File: config.mk
export PLATFORM = sky130hd
export DESIGN_NAME = burst_sram
export DESIGN_NICKNAME = d
export VERILOG_FILES = /design/src/rtl/burst_sram_pkg.sv /design/src/rtl/burst_sram_seq.sv /design/src/rtl/burst_sram_lane.sv /design/src/rtl/burst_sram_datapath.sv /design/src/rtl/burst_sram.sv
export SDC_FILE = /design/constraint.sdc
export NUM_CORES = 2
export LEC_CHECK = 0
export BUFFER_PORTS_ARGS = -buffer_cell sky130_fd_sc_hd__buf_2
export CELL_PAD_IN_SITES_DETAIL_PLACEMENT = 0
export CELL_PAD_IN_SITES_GLOBAL_PLACEMENT = 1
export CORE_AREA = 5 5 611 673
export CTS_CLUSTER_SIZE = 30
export DETAILED_ROUTE_END_ITERATION = 6
export DIE_AREA = 0 0 616 678
export PLACE_DENSITY = 0.73
export SKIP_LAST_GASP = 1
export SLEW_MARGIN = 10
export SYNTH_ARGS = -nofsm -noshare
export SYNTH_HDL_FRONTEND = slang
export SYNTH_MEMORY_MAX_BITS = 65536
export SYNTH_SLANG_ARGS = --single-unit
File: constraint.sdc
create_clock -name clk -period 3.6 [get_ports clk]
set_clock_uncertainty 0.05 [all_clocks]
set_input_delay 0.72 -clock clk [delete_from_list [all_inputs] [get_ports clk]]
set_output_delay 0.72 -clock clk [all_outputs]
set_load 0.1 [all_outputs]
File: src/rtl/burst_sram_pkg.sv
package burst_sram_pkg;

    localparam int LANES  = 2;
    localparam int LANE_W = 9;
    localparam int WORD_W = LANES * LANE_W;

    typedef enum logic {
        ORD_LINEAR     = 1'b0,
        ORD_INTERLEAVE = 1'b1
    } burst_order_e;

    typedef struct packed {
        logic             valid;
        logic             wr;
        logic [LANES-1:0] lane_we;
    } op_t;

    // Offset of the n-th word of a burst that began at 'start'.
    function automatic logic [1:0] burst_offset(input logic [1:0] start,
                                                input logic [1:0] step,
                                                input burst_order_e ord);
        if (ord == ORD_INTERLEAVE)
            return start ^ step;
        else
            return start + step;
    endfunction

endpackage

File: src/rtl/burst_sram_seq.sv
module burst_sram_seq
    import burst_sram_pkg::*;
#(
    parameter int ADDR_W = 8
) (
    input  logic              clk,
    input  logic              rst,
    input  logic              adv_en,
    input  logic [ADDR_W-1:0] addr,
    input  logic              sel_a_n,
    input  logic              sel_b,
    input  logic              sel_c_n,
    input  logic              wr_n,
    input  logic [LANES-1:0]  lane_wr_n,
    input  logic              burst_adv,
    input  logic              order_ilv,
    output op_t               s1_op,
    output logic [ADDR_W-1:0] s1_addr
);

    logic [ADDR_W-1:0] base_q, base_d;
    logic [1:0]        step_q, step_d, step_inc;
    logic              active_q, active_d;
    logic              last_wr_q, last_wr_d;
    logic              selected;
    op_t               nxt_op;
    logic [ADDR_W-1:0] nxt_addr;
    burst_order_e      ord;

    assign selected = !sel_a_n && sel_b && !sel_c_n;
    assign step_inc = step_q + 2'd1;
    assign ord      = burst_order_e'(order_ilv);

    always_comb begin
        nxt_op    = '0;
        nxt_addr  = s1_addr;
        base_d    = base_q;
        step_d    = step_q;
        active_d  = active_q;
        last_wr_d = last_wr_q;
        if (!burst_adv) begin
            if (selected) begin
                nxt_op.valid   = 1'b1;
                nxt_op.wr      = !wr_n;
                nxt_op.lane_we = wr_n ? '0 : ~lane_wr_n;
                nxt_addr       = addr;
                base_d         = addr;
                step_d         = 2'd0;
                active_d       = 1'b1;
                last_wr_d      = !wr_n;
            end else begin
                active_d = 1'b0;
            end
        end else if (active_q) begin
            step_d         = step_inc;
            nxt_op.valid   = 1'b1;
            nxt_op.wr      = last_wr_q;
            nxt_op.lane_we = last_wr_q ? ~lane_wr_n : '0;
            nxt_addr       = {base_q[ADDR_W-1:2],
                              burst_offset(base_q[1:0], step_inc, ord)};
        end
    end

    always_ff @(posedge clk) begin
        if (rst) begin
            s1_op     <= '0;
            s1_addr   <= '0;
            base_q    <= '0;
            step_q    <= 2'd0;
            active_q  <= 1'b0;
            last_wr_q <= 1'b0;
        end else if (adv_en) begin
            s1_op     <= nxt_op;
            s1_addr   <= nxt_addr;
            base_q    <= base_d;
            step_q    <= step_d;
            active_q  <= active_d;
            last_wr_q <= last_wr_d;
        end
    end

    // a masked edge leaves the captured command untouched
    assert_stall_holds_R2: assert property (@(posedge clk) disable iff (rst)
        !adv_en |=> ($stable(s1_op) && $stable(s1_addr)));

    // a deselecting load edge yields no access
    assert_deselect_idle_R3: assert property (@(posedge clk) disable iff (rst)
        (adv_en && !burst_adv && !selected) |=> !s1_op.valid);

    // an advance inside a burst keeps the upper address bits
    assert_burst_upper_R4: assert property (@(posedge clk) disable iff (rst)
        (adv_en && burst_adv && active_q)
            |=> (s1_op.valid &&
                 s1_addr[ADDR_W-1:2] == $past(s1_addr[ADDR_W-1:2])));

endmodule

File: src/rtl/burst_sram_lane.sv
module burst_sram_lane #(
    parameter int ADDR_W = 8,
    parameter int WIDTH  = 9
) (
    input  logic              clk,
    input  logic              we,
    input  logic [ADDR_W-1:0] waddr,
    input  logic [WIDTH-1:0]  wdata,
    input  logic [ADDR_W-1:0] raddr,
    output logic [WIDTH-1:0]  rdata
);

    localparam int DEPTH = 1 << ADDR_W;

    logic [WIDTH-1:0] mem [DEPTH];

    always_ff @(posedge clk) begin
        if (we)
            mem[waddr] <= wdata;
    end

    assign rdata = mem[raddr];

endmodule

File: src/rtl/burst_sram_datapath.sv
module burst_sram_datapath
    import burst_sram_pkg::*;
#(
    parameter int ADDR_W = 8
) (
    input  logic              clk,
    input  logic              rst,
    input  logic              adv_en,
    input  op_t               s1_op,
    input  logic [ADDR_W-1:0] s1_addr,
    input  logic [WORD_W-1:0] dq_i,
    output logic [WORD_W-1:0] rd_data,
    output logic              drive_q
);

    op_t               s2_op;
    logic [ADDR_W-1:0] s2_addr;
    logic [WORD_W-1:0] fwd_word;
    logic              s2_hit;

    // A write committing on this edge to the word being read is forwarded.
    assign s2_hit = s2_op.valid && s2_op.wr && (s2_addr == s1_addr);

    for (genvar g = 0; g < LANES; g++) begin : g_lane
        logic [LANE_W-1:0] bank_q;
        logic              lane_we;

        assign lane_we = adv_en && s2_op.valid && s2_op.wr && s2_op.lane_we[g];

        burst_sram_lane #(
            .ADDR_W(ADDR_W),
            .WIDTH (LANE_W)
        ) u_bank (
            .clk  (clk),
            .we   (lane_we),
            .waddr(s2_addr),
            .wdata(dq_i[g*LANE_W +: LANE_W]),
            .raddr(s1_addr),
            .rdata(bank_q)
        );

        assign fwd_word[g*LANE_W +: LANE_W] =
            (s2_hit && s2_op.lane_we[g]) ? dq_i[g*LANE_W +: LANE_W] : bank_q;
    end

    always_ff @(posedge clk) begin
        if (rst) begin
            s2_op   <= '0;
            s2_addr <= '0;
            rd_data <= '0;
            drive_q <= 1'b0;
        end else if (adv_en) begin
            s2_op   <= s1_op;
            s2_addr <= s1_addr;
            drive_q <= s1_op.valid && !s1_op.wr;
            if (s1_op.valid && !s1_op.wr)
                rd_data <= fwd_word;
        end
    end

    // the bus is only turned on by a read leaving the first stage
    assert_drive_from_read_R6: assert property (@(posedge clk) disable iff (rst)
        $rose(drive_q) |-> $past(adv_en && s1_op.valid && !s1_op.wr));

    // the write data slot never drives the bus
    assert_write_quiet_R7: assert property (@(posedge clk) disable iff (rst)
        (s2_op.valid && s2_op.wr) |-> !drive_q);

endmodule

File: src/rtl/burst_sram.sv
module burst_sram
    import burst_sram_pkg::*;
#(
    parameter int ADDR_W = 8
) (
    input  logic              clk,
    input  logic              rst,
    input  logic [ADDR_W-1:0] addr,
    input  logic              sel_a_n,
    input  logic              sel_b,
    input  logic              sel_c_n,
    input  logic              wr_n,
    input  logic [LANES-1:0]  lane_wr_n,
    input  logic              burst_adv,
    input  logic              clken_n,
    input  logic              order_ilv,
    input  logic              out_en_n,
    input  logic              sleep,
    input  logic [WORD_W-1:0] dq_i,
    output logic [WORD_W-1:0] dq_o,
    output logic              dq_oe
);

    logic              adv_en;
    op_t               s1_op;
    logic [ADDR_W-1:0] s1_addr;
    logic [WORD_W-1:0] rd_data;
    logic              drive_q;

    assign adv_en = !clken_n && !sleep;

    burst_sram_seq #(.ADDR_W(ADDR_W)) u_seq (
        .clk      (clk),
        .rst      (rst),
        .adv_en   (adv_en),
        .addr     (addr),
        .sel_a_n  (sel_a_n),
        .sel_b    (sel_b),
        .sel_c_n  (sel_c_n),
        .wr_n     (wr_n),
        .lane_wr_n(lane_wr_n),
        .burst_adv(burst_adv),
        .order_ilv(order_ilv),
        .s1_op    (s1_op),
        .s1_addr  (s1_addr)
    );

    burst_sram_datapath #(.ADDR_W(ADDR_W)) u_dp (
        .clk    (clk),
        .rst    (rst),
        .adv_en (adv_en),
        .s1_op  (s1_op),
        .s1_addr(s1_addr),
        .dq_i   (dq_i),
        .rd_data(rd_data),
        .drive_q(drive_q)
    );

    assign dq_o  = rd_data;
    assign dq_oe = drive_q && !out_en_n && !sleep;

    // sleep freezes the read data register
    assert_sleep_freeze_R10: assert property (@(posedge clk) disable iff (rst)
        sleep |=> $stable(rd_data));

endmodule

==> impl_results.md <==
* Minimum clock period at 3730 ps
* Die footprint at 418,000 sq um
* Part of the Yosys area used for sequential elements at 0.772
* Summed instance area of the synthesized netlist at 181,000 sq um
* Endpoint type of the worst setup path: flop
* First DRT Iteration DRCs at 12,000
* Final Instance Count excl. Fillers at 15,500
* Number of CTS-inserted buffers at 450
* Die Y at 678 um
* Number of different library cells in the post-synthesis netlist at 80
* Final core area utilization at 0.522
* Highest cell delay on the worst timing path at 660 ps
* Final setup viols at 1
* Area taken by flip-flops and latches at 139,000 sq um
* Maximum number of pins on one net before global-route repair at 157
* Clock-pin slew on the worst setup and hold paths at 70 ps
* Area contributors post-synth: sky130_fd_sc_hd__edfxtp_1 (77%), sky130_fd_sc_hd__mux4_2 (14%), sky130_fd_sc_hd__nor2_1 (1.4%)
* Sinks on the clock net at 4,663
* Number of warnings printed during yosys synthesis at 0
* RSZ-0062 raised after global routing: yes
* Final Hold Fails at 0
* Class of the most critical hold timing path: in2reg
* Primary FF master, synth: sky130_fd_sc_hd__edfxtp_1
* Max rail drop VDD at 0.421 mV
* Fraction of post-synthesis cell area in the top cell type by area at 0.766
* CTS tree: built
* Post-detailed-routing wire length at 512 mm
* Placed standard-cell area at 196,000 sq um
* Vias in the first global route at 95,600
* Starting density of the core at 0.447
* Worst slack on hold paths at 104 ps
* Max-slew headroom at the worst pin at 0.166
* Async set-or-reset flop fraction in the synthesized netlist at 0
* Max cap viols at 0
* Power density relative to cell area at 514 nW/um^2
* Antenna Nets Post-Route at 0
* Required arrival time at the worst endpoint at 4440 ps
* Maximum clock path buffer count at 4
* Number of top-level pins at 58
* HPWL after DPL at 329 mm
* Filler cell count in the final layout at 30,700
* Cell breakdown of the critical path: buf_4 > nand3b_1 > buf_4 > nor3_1 > nor4_2 > o211ai_1 > nor4_4 > o211ai_1 > buf_4 > nand3_1
* Area of combinational cells with multiple inputs at 38,600 sq um
* Bufs and invs on worst path at 3
* Slowest stage cell, crit path: sky130_fd_sc_hd__nor4_4
* Site row count at 245
* Syn avg cell area at 21.1 sq um
* Max FO, Critical Path at 15
* Most frequent cell on the critical path: sky130_fd_sc_hd__buf_4
* Insertion delay to the later sink of the worst-skew pair at 1000 ps
* Highest clock rate at 268 MHz
* Die Span X at 616 um
* Top delay family on crit path: simple AND/OR/NAND/NOR gates
* Slew at the pin closest to its max-slew limit at 1250 ps
* Post-route fraction of the period consumed by the critical path at 1.04
* Class of the most critical setup path: reg2reg
* Arrival @ worst endpoint at 4570 ps
* Worst setup margin at -131 ps
* Area delta synth->final at 16.8%
* Final-stage net count at 9,856
* Post-synth EDFFs at 4,608
* Sum of overflow across all layers after global routing at 0
* Core area at 404,000 sq um
* Routed wirelength normalized by instance count at 33.0 um
* Post-Syn Nets at 8,612
* Final instance area at 211,000 sq um
* Routed via count divided by cell count at 6.13
* Area leader, netlist: sky130_fd_sc_hd__edfxtp_1
* Depth of the CTS H-tree at 5
* Global placer's final weighted congestion at 0.894
* Seq cells post-synth at 4,663
* DRC viols at 1
* Static power due to leakage at 65.9 nW
* Detailed-router iteration count before antenna repair at 7
* Failing checks: design-rule violations, negative setup slack
* Vias at 95,000
* Wire length of the first global-routing pass at 720 mm
* Share of cells above drive strength 1 at 0.308
* Initial antenna violation count at 37
* Max-slew violation count at 0
* Result of the run: finished, violations left
* Overall Global Routing Usage at 0.240
* Cell chosen for the clock root: sky130_fd_sc_hd__clkbuf_16
* Port bufs at 57
* Kind of launch point of the worst setup path: flop
* Total instance count after detailed placement at 14,600
* Cells after synthesis at 8,572
## timing repair
| item | 4_1_cts | 5_1_grt |
|---|---|---|
| endpoints found under the setup margin | 11 | 9 |
| endpoints found under the hold margin | 4 | 0 |
| hold buffers | 3 | 0 |
| pin swaps | 2 | 6 |
| gates cloned | 0 | 7 |
| buffers inserted | 8 | 21 |
| resized for setup | 17 | 32 |
## worst reg2reg max path: stages (launching register included)
cell,delay (ps)
sky130_fd_sc_hd__dfxtp_4,500
sky130_fd_sc_hd__buf_4,320
sky130_fd_sc_hd__nand3b_1,660
sky130_fd_sc_hd__buf_4,250
sky130_fd_sc_hd__nor3_1,70
sky130_fd_sc_hd__nor4_2,340
sky130_fd_sc_hd__o211ai_1,300
sky130_fd_sc_hd__nor4_4,660
sky130_fd_sc_hd__o211ai_1,190
sky130_fd_sc_hd__buf_4,190
sky130_fd_sc_hd__nand3_1,100
## final cells by class
cell class | instances | area share
inverters | 9 | 0.000196
diodes | 6 | 0.0000712
flip-flops and latches | 4663 | 0.661
clock buffers | 553 | 0.0558
repair buffers | 1310 | 0.0552
multi-input cells | 3382 | 0.183
clock inverters | 279 | 0.0126
well taps | 5310 | 0.0315
## synthesized netlist by cell type (all sizes together) (4+ instances only)
cell type	count
a2111oi	19
a211o	7
a211oi	47
a21oi	128
a221o	6
a221oi	38
a22o	23
a22oi	101
a311oi	7
a31oi	20
a32o	4
and2	24
and3	14
buf	314
clkbuf	203
dfxtp	55
edfxtp	4608
inv	9
mux2	42
mux2i	201
mux4	1112
nand2	264
nand2b	15
nand3	46
nand3b	19
nand4	23
nor2	680
nor2b	32
nor3	59
nor3b	5
nor4	29
o2111ai	11
o211ai	15
o21ai	141
o221ai	17
o22a	6
o22ai	134
o311ai	10
o31ai	6
or2	9
or3	14
or4	9
xor2	8
## sequential cells by signal (all words and copies together) (netlist names)
name                    flops
u_dp.drive_q                1
u_seq.s1_addr               8
u_dp.s2_op                  4
u_seq.base_q                8
u_dp.g_lane.u_bank.mem   4608
u_dp.s2_addr                8
u_seq.active_q              1
u_seq.last_wr_q             1
u_seq.step_q                2
u_dp.rd_data               18
u_seq.s1_op                 4
## power breakdown
group / leakage (nW) / total [mW] / switching [mW] / internal (mW)
clock network: 7.03 / 46.4 / 20.4 / 26.0
registers: 41.8 / 59.6 / 0.00860 / 59.6
logic: 17.0 / 2.30 / 1.68 / 0.615
## kinds of logic after synthesis
kind of cell    share of synthesized area
compound gates                     0.0280
buf+inv                            0.0161
mux                                 0.153
xor+xnor                         0.000533
fa+ha+maj                       0.0000693
simple gates                       0.0303
flops                               0.772
## through the flow
stage / power [mW] / setup WS [ps] / TNS (ps)
after floorplan: 61.5 / 733 / 0
after global placement: 63.0 / -639 / -3560
after detailed placement: 63.0 / -592 / -2690
after CTS: 109 / -10.2 / -10.2
after global routing: 111 / -113 / -114
final: 108 / -131 / -131
## routing by layer
layer  part of all wire  global-route usage  wire length, um  up-vias
li1                   -                   -                -    38300
met1               0.36               0.315           186000    50300
met2               0.49               0.391           251000     5491
met3              0.095              0.0451            48700      978
met4              0.053               0.108            27100        6
met5           0.000068                   0               35        -
## path summary, 6_finish.rpt
path                                                endpoint  slack (ps)  cells past startpoint                     startpoint
worst max-delay path            u_dp.rd_data[2]$_SDFFE_PP0P_        -130                     10  u_seq.s1_addr[3]$_SDFFE_PP0P_
worst min-delay path             u_seq.s1_op[1]$_SDFFE_PP0N_         100                      4                   lane_wr_n[1]
worst max register to register  u_dp.rd_data[2]$_SDFFE_PP0P_        -130                     10  u_seq.s1_addr[3]$_SDFFE_PP0P_
worst min register to register  u_seq.base_q[6]$_SDFFE_PP0P_         410                      2   u_seq.base_q[6]$_SDFFE_PP0P_
## cell usage in the layout (no fill, tap or decap), types with 33 or more instances in the layout
cell type and count:
sky130_fd_sc_hd__nor2_1 672, sky130_fd_sc_hd__buf_4 1111, sky130_fd_sc_hd__buf_2 39, sky130_fd_sc_hd__clkbuf_16 460, sky130_fd_sc_hd__mux2_2 42, sky130_fd_sc_hd__o21ai_0 139, sky130_fd_sc_hd__buf_12 120, sky130_fd_sc_hd__a211oi_1 46
sky130_fd_sc_hd__a221oi_1 33, sky130_fd_sc_hd__mux2i_1 200, sky130_fd_sc_hd__mux4_2 1090, sky130_fd_sc_hd__dfxtp_1 48, sky130_fd_sc_hd__nand3_1 40, sky130_fd_sc_hd__nand2_1 255, sky130_fd_sc_hd__clkinv_1 113, sky130_fd_sc_hd__clkbuf_1 95
sky130_fd_sc_hd__edfxtp_1 4608, sky130_fd_sc_hd__bufinv_16 39, sky130_fd_sc_hd__a22oi_1 101, sky130_fd_sc_hd__a21oi_1 128, sky130_fd_sc_hd__o22ai_1 134, sky130_fd_sc_hd__nor3_1 56, sky130_fd_sc_hd__clkinv_2 84
No activity file was read; power rests on OpenSTA's default activity.
